File: src/rtl/gcc_pkg.sv
package gcc_pkg;
    typedef enum logic [1:0] {
        ST_IDLE  = 2'd0,
        ST_GATE  = 2'd1,
        ST_LATCH = 2'd2
    } conv_state_t;
endpackage

File: src/rtl/gcc_sync_edge.sv
module gcc_sync_edge #(
    parameter int SYNC_STAGES = 2
) (
    input  logic clk,
    input  logic rst_n,
    input  logic async_in,
    output logic rise
);
    localparam int CHAIN = SYNC_STAGES + 1;

    logic [CHAIN-1:0] chain_q;

    generate
        for (genvar i = 0; i < CHAIN; i++) begin : g_stage
            if (i == 0) begin : g_first
                always_ff @(posedge clk or negedge rst_n) begin
                    if (!rst_n) chain_q[0] <= 1'b0;
                    else        chain_q[0] <= async_in;
                end
            end else begin : g_next
                always_ff @(posedge clk or negedge rst_n) begin
                    if (!rst_n) chain_q[i] <= 1'b0;
                    else        chain_q[i] <= chain_q[i-1];
                end
            end
        end
    endgenerate

    // Compare the newest synchronised sample with the one before it.
    assign rise = chain_q[CHAIN-2] & ~chain_q[CHAIN-1];

    // a detected edge can never be followed by another edge in the next cycle
    assert_rise_spaced_R3: assert property (@(posedge clk) disable iff (!rst_n)
        rise |=> !rise);
endmodule

File: src/rtl/gcc_gate_timer.sv
module gcc_gate_timer #(
    parameter int GATE_W = 16
) (
    input  logic              clk,
    input  logic              rst_n,
    input  logic              load,
    input  logic [GATE_W-1:0] len,
    output logic              open,
    output logic              last
);
    logic [GATE_W-1:0] remain_q;

    // Binary down-counter clocked by the master clock; 0 loads as 1.
    always_ff @(posedge clk or negedge rst_n) begin
        if (!rst_n)
            remain_q <= '0;
        else if (load)
            remain_q <= (len == '0) ? GATE_W'(1) : len;
        else if (remain_q != '0)
            remain_q <= remain_q - GATE_W'(1);
    end

    assign open = (remain_q != '0);
    assign last = (remain_q == GATE_W'(1));

    // the window shrinks by exactly one clock per cycle
    assert_gate_step_R2: assert property (@(posedge clk) disable iff (!rst_n)
        (!load && remain_q > GATE_W'(1)) |=> (remain_q == $past(remain_q) - GATE_W'(1)));

    // the window closes right after its last cycle unless reloaded
    assert_gate_close_R2: assert property (@(posedge clk) disable iff (!rst_n)
        (last && !load) |=> !open);
endmodule

File: src/rtl/gcc_edge_tally.sv
module gcc_edge_tally #(
    parameter int CNT_W = 16
) (
    input  logic             clk,
    input  logic             rst_n,
    input  logic             clr,
    input  logic             inc,
    output logic [CNT_W-1:0] count,
    output logic             sat
);
    localparam logic [CNT_W-1:0] CNT_MAX = '1;

    always_ff @(posedge clk or negedge rst_n) begin
        if (!rst_n) begin
            count <= '0;
            sat   <= 1'b0;
        end else if (clr) begin
            count <= '0;
            sat   <= 1'b0;
        end else if (inc) begin
            if (count == CNT_MAX) sat   <= 1'b1;
            else                  count <= count + CNT_W'(1);
        end
    end

    // a full counter never wraps
    assert_tally_hold_R7: assert property (@(posedge clk) disable iff (!rst_n)
        (count == CNT_MAX && !clr) |=> (count == CNT_MAX));

    // the saturation flag only ever accompanies a full counter
    assert_tally_flag_R7: assert property (@(posedge clk) disable iff (!rst_n)
        sat |-> (count == CNT_MAX));
endmodule

File: src/rtl/gated_count_conv.sv
module gated_count_conv
    import gcc_pkg::*;
#(
    parameter int CNT_W       = 16,
    parameter int GATE_W      = 20,
    parameter int ZS_DIV      = 20,
    parameter int SYNC_STAGES = 2
) (
    input  logic              clk,
    input  logic              rst_n,
    input  logic              start,
    input  logic              pulse_in,
    input  logic [GATE_W-1:0] gate_len,
    output logic [CNT_W-1:0]  raw_count,
    output logic [CNT_W-1:0]  result,
    output logic              overflow,
    output logic              done
);
    localparam int W_CMP = (GATE_W > CNT_W) ? GATE_W : CNT_W;
    localparam logic [CNT_W-1:0] CNT_MAX = '1;

    conv_state_t state_q, state_d;

    logic              pulse_rise;
    logic              gate_load;
    logic              gate_open;
    logic              gate_last;
    logic [GATE_W-1:0] len_q;
    logic [CNT_W-1:0]  tally;
    logic              tally_sat;
    logic [GATE_W-1:0] zero_cnt;
    logic [W_CMP-1:0]  tally_x;
    logic [W_CMP-1:0]  zero_x;
    logic [CNT_W-1:0]  corrected;

    gcc_sync_edge #(.SYNC_STAGES(SYNC_STAGES)) u_sync (
        .clk      (clk),
        .rst_n    (rst_n),
        .async_in (pulse_in),
        .rise     (pulse_rise)
    );

    gcc_gate_timer #(.GATE_W(GATE_W)) u_gate (
        .clk   (clk),
        .rst_n (rst_n),
        .load  (gate_load),
        .len   (gate_len),
        .open  (gate_open),
        .last  (gate_last)
    );

    gcc_edge_tally #(.CNT_W(CNT_W)) u_tally (
        .clk   (clk),
        .rst_n (rst_n),
        .clr   (gate_load),
        .inc   (pulse_rise & gate_open),
        .count (tally),
        .sat   (tally_sat)
    );

    // Next-state logic
    always_comb begin
        state_d   = state_q;
        gate_load = 1'b0;
        unique case (state_q)
            ST_IDLE: begin
                if (start) begin
                    gate_load = 1'b1;      // arm
                    state_d   = ST_GATE;
                end
            end
            ST_GATE: begin
                if (gate_last) state_d = ST_LATCH;   // close; else hold
            end
            ST_LATCH: state_d = ST_IDLE;             // report
            default:  state_d = ST_IDLE;
        endcase
    end

    // State register
    always_ff @(posedge clk or negedge rst_n) begin
        if (!rst_n) state_q <= ST_IDLE;
        else        state_q <= state_d;
    end

    // Captured window length
    always_ff @(posedge clk or negedge rst_n) begin
        if (!rst_n)         len_q <= '0;
        else if (gate_load) len_q <= (gate_len == '0) ? GATE_W'(1) : gate_len;
    end

    // Zero-scale correction: raw minus one twentieth of the window, floored at 0
    always_comb begin
        zero_cnt  = len_q / GATE_W'(ZS_DIV);
        tally_x   = W_CMP'(tally);
        zero_x    = W_CMP'(zero_cnt);
        corrected = (tally_x > zero_x) ? CNT_W'(tally_x - zero_x) : '0;
    end

    // Output registers
    always_ff @(posedge clk or negedge rst_n) begin
        if (!rst_n) begin
            raw_count <= '0;
            result    <= '0;
            overflow  <= 1'b0;
            done      <= 1'b0;
        end else begin
            done <= (state_q == ST_LATCH);
            if (state_q == ST_LATCH) begin
                raw_count <= tally;
                result    <= corrected;
                overflow  <= tally_sat;
            end
        end
    end

    // while converting, the divider window is open
    assert_gate_open_R2: assert property (@(posedge clk) disable iff (!rst_n)
        (state_q == ST_GATE) |-> gate_open);

    // done lasts a single cycle
    assert_done_pulse_R5: assert property (@(posedge clk) disable iff (!rst_n)
        done |=> !done);

    // results stay put between reports
    assert_result_hold_R5: assert property (@(posedge clk) disable iff (!rst_n)
        !$past(state_q == ST_LATCH) |-> $stable(raw_count));

    // the corrected code never exceeds the raw count
    assert_result_bound_R4: assert property (@(posedge clk) disable iff (!rst_n)
        result <= raw_count);

    // a repeated start cannot cut a running window short
    assert_no_restart_R6: assert property (@(posedge clk) disable iff (!rst_n)
        (state_q == ST_GATE && !gate_last) |=> (state_q == ST_GATE));

    // overflow is reported only with a saturated count
    assert_no_overflow_R7: assert property (@(posedge clk) disable iff (!rst_n)
        overflow |-> (raw_count == CNT_MAX));
endmodule

File: config.mk
export PLATFORM = sky130hd
export DESIGN_NAME = gated_count_conv
export DESIGN_NICKNAME = d
export VERILOG_FILES = /design/src/rtl/gcc_pkg.sv /design/src/rtl/gcc_sync_edge.sv /design/src/rtl/gcc_gate_timer.sv /design/src/rtl/gcc_edge_tally.sv /design/src/rtl/gated_count_conv.sv
export SDC_FILE = /design/constraint.sdc
export NUM_CORES = 1
export LEC_CHECK = 0
export ABC_AREA = 1
export BUFFER_PORTS_ARGS = -buffer_cell sky130_fd_sc_hd__buf_4
export CAP_MARGIN = 25
export CORE_MARGIN = 1.5
export CORE_UTILIZATION = 48
export DETAILED_ROUTE_END_ITERATION = 7
export GPL_TIMING_DRIVEN = 0
export PLACE_DENSITY = 0.7
export SYNTH_ARGS = -nofsm -noshare
export SYNTH_HDL_FRONTEND = slang
export SYNTH_SLANG_ARGS = --single-unit
export TNS_END_PERCENT = 30
File: constraint.sdc
create_clock -name clk -period 13.38 [get_ports clk]
set_clock_uncertainty 0.15 [all_clocks]
set_input_delay 2.676 -clock clk [delete_from_list [all_inputs] [get_ports clk]]
set_output_delay 2.676 -clock clk [all_outputs]
set_load 0.02 [all_outputs]
# Word-level counts from Yosys, hierarchy flattened
# Index checks and enable logic that the tools add are counted.
[totals] register_bits=96 in_bits=24 output_inout_bits=34 elab_cells=51
[classes] addsub=3 div_mod_pow=1 order_cmp=1 eq_ne=7 n_mux=15 n_bitwise=3 reduce_logical=9
[ops] op="$mux 16" n=4
[ops] op="$mux 20" n=3
[ops] op="$div 20x5->20 const B" n=1
[ops] op="$eq 20x1->1 const B" n=1
[ops] op="$gt 16x20->1" n=1
[ops] op="$logic_not 20->1" n=1
[ops] op="$reduce_bool 20->1" n=1
[ops] op="$sub 20x1->20 const B" n=1
[ops] op="$add 16x1->16 const B" n=1
[ops] op="$eq 16x16->1 const B" n=1
[ops] op="$sub 16x16->16" n=1
[ops] op="$ne 2x2->1 const B" n=3
[ops] op="$reduce_and 2->1" n=3
[ops] op="$reduce_bool 2->1" n=3
[ops] op="$mux 1" n=5
[ops] op="$mux 2" n=2
[ops] op="$pmux 2 s2" n=1
[ops] op="$and 1x1->1" n=2
[ops] op="$eq 2x1->1 const B" n=1
[ops] op="$eq 2x2->1 const B" n=1
[ops] op="$logic_not 2->1" n=1
[ops] op="$not 1->1" n=1

# Depth between registers and ports, before layout
[depth] word_depth=5 ltp_mapped=96 mapped_depth_nobuf=96

# Cells and area by module
# From an unflattened synthesis, not the netlist that was laid out.
[hier_totals] hier_cells=1010 hier_area_um2=6861.6
[modules_own_cells] module="gated_count_conv" n_inst=1 cells_each=588 area_each_um2=4085.2 seq_area_each_um2=1351.3
[modules_own_cells] module="gcc_gate_timer" n_inst=1 cells_each=241 area_each_um2=1585.3 seq_area_each_um2=500.5
[modules_own_cells] module="gcc_edge_tally" n_inst=1 cells_each=176 area_each_um2=1106.1 seq_area_each_um2=425.4
[modules_own_cells] module="gcc_sync_edge" n_inst=1 cells_each=5 area_each_um2=85.1 seq_area_each_um2=75.1

# Worst setup path after synthesis
# No wires, ideal clock.
[synth_path] path_type="reg-to-reg" from="register len_q[17]" to="register result[0]" setup_time_ns=0.083 t_arrival_ns=7.257 required_ns=13.147 setup_slack_ns=5.890 path_stages_with_launch=71 n_path_buf=1 period_less_slack_ns=7.490 cell_sequence="dfrtp_1 inv_1 nand3_1 nand3_2 nand2_2 nand2_2 nand2_1 nand2_2 inv_2 o21ai_1 nand2_2 nand2_2 nand2_4 nand2_4 nand2_1 nand3_2 nand2_4 nand2_2 [35 not listed] nand2_2 nand2_2 nand2_1 nand3_1 nand3_1 ha_1 fa_1 o21ai_0 a21oi_1 o21ai_0 a221o_1 nand2_1 nand2_1 inv_1 o31ai_1 o311ai_1 clkbuf_1 o21ai_0"
[synth_between] elab_chain_cells=3 elab_cells_between_ends=4 cone_classes="1 x add/sub; 1 x div; 1 x order compare; 1 x mux"
[synth_lines] item="start, declared" line="gated_count_conv.sv:28" rtl="logic [GATE_W-1:0] len_q;"
[synth_lines] item="start signal, assigned" line="gated_count_conv.sv:89" rtl="else if (gate_load) len_q <= (gate_len == '0) ? GATE_W'(1) : gate_len;"
[synth_lines] item="$div 20x5->20 *" line="gated_count_conv.sv:94" rtl="zero_cnt = len_q / GATE_W'(ZS_DIV);"
[synth_lines] item="$sub 16x16->16 or $gt 16x20->1 (tied branches)" line="gated_count_conv.sv:97" rtl="corrected = (tally_x > zero_x) ? CNT_W'(tally_x - zero_x) : '0;"
[synth_lines] item="$mux 16 *" line="gated_count_conv.sv:97"
[synth_lines] item="end signal, assigned" line="gated_count_conv.sv:111" rtl="result <= corrected;"
[synth_lines] item="end, declared" line="gated_count_conv.sv:15" rtl="output logic [CNT_W-1:0] result,"
# Mark *: on every way between the ends. The rest lies on a longest branch, timed or not.
# A chain may end at the register's enable or synchronous reset.

# Final worst setup path
[layout_path] from="register len_q[17]" to="register result[6]"
# Same word-level chain as after synthesis.

==> implementation parameters <==
Parameter                              Value

Floorplanning
  Vertical die dimension ... 116 um
  Effective utilization at floorplan ... 0.498
  Chip Width ... 116 um
  Core box area ... 0.0122 mm2
  I/O pin cnt ... between 50 and 60
  Floorplan row count ... 40
  Die Outline Area ... about 0.013 mm2

Synth
  Distinct cells, synth ... 43
  Yosys reg bits ... 94
  Yosys Warn Count ... 0
  Net count of the mapped netlist ... about 860
  Sequential fraction of the synthesis area ... 0.386
  Commonest cells in the synthesized netlist ... sky130_fd_sc_hd__nand2_1, sky130_fd_sc_hd__inv_1, sky130_fd_sc_hd__dfrtp_1
  Post-synth ARST share ... 1.00
  Count of flip-flops with a built-in enable after synthesis ... 0
  Library cell with the highest instance count after synthesis ... sky130_fd_sc_hd__nand2_1
  Syn avg cell area ... between 7 and 8 um2
  Cell taking the most area after synthesis ... sky130_fd_sc_hd__dfrtp_1
  Number of standard cells after synthesis ... 819
  Synth top area cells ... sky130_fd_sc_hd__dfrtp_1, sky130_fd_sc_hd__nand2_1, sky130_fd_sc_hd__inv_1, sky130_fd_sc_hd__nand2_2, sky130_fd_sc_hd__o21ai_0
  Top_reg_cell synth ... sky130_fd_sc_hd__dfrtp_1
  Fraction of synthesized cell area taken by the top area cell type ... 0.386
  Area of the mapped netlist ... 0.00609 mm2

Detailed routing
  Average via count per standard cell ... 5.09
  Highest metal used ... met4
  Detail-routed net length per standard cell ... 12.8 um
  Post-detailed-routing wire length ... roughly 14 mm
  Length of routed met3 wiring ... 549 um
  Post-detailed-route count of antenna-violating nets ... 0
  Total vias in the final route ... between 5000 and 6000
  Met2 routed wirelength ... 6.15 mm
  Drt drc ... 0
  Pre-antenna DRT Iters ... 5
  Wire length on met1 ... 6.76 mm
  Iteration-0 DRC count of the detailed router ... 291

CTS
  Clk sinks ... 94
  Count of cells resized by post-cts repair ... 0
  Clock transition at path regs ... 0.07 ns
  CTS Root Buffer Type ... sky130_fd_sc_hd__clkbuf_16
  H-tree depth reported by CTS ... 3
  TritonCTS clock tree ... built
  Maximum number of buffers from clock root to sink ... 2
  CTS buffer count ... 9
  Post-CTS repair timing setup buffer count ... 0
  Insertion delay of the later-clocked pin in the worst-skew pair ... 0.35 ns
  Hold-fix buffers at CTS ... 0

Status
  Outcome ... finished, final reports clean

Placement
  DPL Wire Length ... between 10 and 15 mm
  Post-placement setup slack ... 4.51 ns
  Count of port buffers added during placement ... 57
  Final weighted congestion of routability-driven global placement ... 0.836

Worst setup path
  Highest fanout seen on the critical path ... 10
  Critical path data arrival time ... roughly 9 ns
  Most common cell on crit path ... sky130_fd_sc_hd__nand2_2
  Type of the setup path with the least slack ... flop to flop
  Flop2flop setup slack ... roughly 4.5 ns
  Critical path endpoint category ... flop
  Maximum cell stage delay along the critical path ... 0.42 ns
  Sort of element at the start of the critical path ... flop
  Required time of the critical path ... roughly 14 ns
  Reg-to-reg critical path endpoint ... result[6]
  Register-to-Register Path Depth ... 77
  Critical R2R Launch ... len_q[17]
  Crit-path slowest cell ... sky130_fd_sc_hd__dfrtp_1

Cells and area
  Diodes inserted ... 0
  Fill cells ... roughly 1200
  Layout area overhead ... 15.5%
  Share of final-layout standard cells stronger than drive strength 1 ... 0.196
  Final design utilization ... 0.576
  Final net count ... 933
  Storage cell area ... 0.00235 mm2
  Footprint of the multi-input gates ... between 0.003 and 0.004 mm2

Global routing
  Global-route wire length before repair ... 23.3 mm
  Largest net degree at the start of global routing ... 65
  Antenna violations before repair ... 0
  All-Layer GR Usage ... 0.221
  GRT overflow ... 0
  Via count of the first global-routing pass ... ~5000

STA
  Final slew viol count ... 0
  Setup repair after global routing missed its margin ... false
  Ratio of final minimum period to clock period ... 0.665
  Final critical path time including I/O delays and setup ... 8.90 ns
  Post-route setup TNS ... 0 ns
  Final critical-path setup slack ... 4.48 ns
  Relative slew margins ... 0.372
  Worst Max-Slew Pin Slew ... between 0.9 and 1 ns
  Maximum clock frequency ... roughly 110 MHz
  Setup Viol. Count Final ... 0
  Number of endpoints with negative hold slack in the final report ... 0

Worst hold path
  Class of the tightest hold or removal check ... flop to flop
  Hold path cells ... 0
  Origin of the worst min-delay path ... u_sync.chain_q[0]
  End point of the worst hold path ... u_sync.chain_q[1]

Flow run
  MaxCap Viol Count ... 0
==> flip-flops by register name (all words and copies together) (netlist names) <==
name,cells
u_tally.count,16
u_sync.chain_q,3
raw_count,16
u_tally.sat,1
overflow,1
result,16
u_gate.remain_q,20
len_q,18
state_q,2
done,1
==> metal layers <==
metal  GRT usage  vias to the layer above
met3      0.0382                        9
met1       0.304                     2471
li1            -                     2799
met4      0.0561                        0
met2       0.364                      117
met5           0                        -
==> metrics by stage <==
step / instances / hold slack, ns / instance area (um2)
6_report: 1061 / 0.199 / 7030
5_1_grt: 1061 / 0.215 / 7030
4_1_cts: 1061 / 0.202 / 7030
3_5_place_dp: 1045 / 0.187 / 6750
3_3_place_gp: 1044 / 0.185 / 6730
2_1_floorplan: 819 / 0.181 / 6090
==> worst max path at each step <==
stage	from	end	slack (ns)	cells after the start
CTS	len_q[17]	result[4]	4.48	77
floorplan	len_q[17]	result[0]	5.89	70
global placement	len_q[17]	result[1]	4.60	68
finish	len_q[17]	result[6]	4.48	77
global route	len_q[17]	result[1]	3.54	75
detailed placement	len_q[17]	result[4]	4.51	68
==> kinds of logic (layout without fill, tap and decap cells) <==
logic type / Yosys count / count (layout) / share of synthesized area
flops: 94 / 94 / 0.386
simple gates: 402 / 402 / 0.321
fa+ha+maj: 21 / 21 / 0.0444
xor+xnor: 22 / 22 / 0.0317
buf+inv: 141 / 215 / 0.0872
compound gates: 138 / 138 / 0.127
mux: 1 / 1 / 0.00226
==> worst max-delay path: cells and delay by family, from the launching register on <==
kind	cells	cell delay, ns
DFF	1	0.42
and+or+nand+nor	52	4.07
buffers and inverters	13	1.10
AOI/OAI and AO/OA	10	2.44
adders and majority gates	2	0.62
==> final cells by class <==
class / instances / area share
plain buffers: 15 / 0.00801
repair buffers: 58 / 0.0648
clock inverters: 6 / 0.00694
clock buffers: 10 / 0.0326
flip-flops and latches: 94 / 0.335
inverters: 126 / 0.0674
multi-input cells: 584 / 0.456
well taps: 168 / 0.0299
==> cells in the final DEF, fill, tap and decap left out, drive strengths merged <==
cell,Yosys,layout
nand4,9,9
a221o,1,1
a21o,4,4
nor2,59,59
clkinvlp,0,3
a31oi,2,2
nand2,240,240
nand3b,1,1
fa,1,1
o21bai,4,4
dfrtp,94,94
a21oi,38,38
nor4,7,7
o31ai,5,5
mux2i,1,1
or3b,1,1
and2,1,1
a211oi,4,4
xor2,11,11
o21ai,72,72
a22o,1,1
a221oi,1,1
clkinv,3,6
inv,123,123
o311ai,2,2
xnor2,11,11
ha,20,20
clkbuf,15,25
buf,0,58
nand3,75,75
a21boi,1,1
nor3,9,9
o211ai,1,1
o22ai,2,2
Power is left out: the tool's default activity adds up to more than one toggle a clock period on the data nets, which glitch-free logic cannot reach.
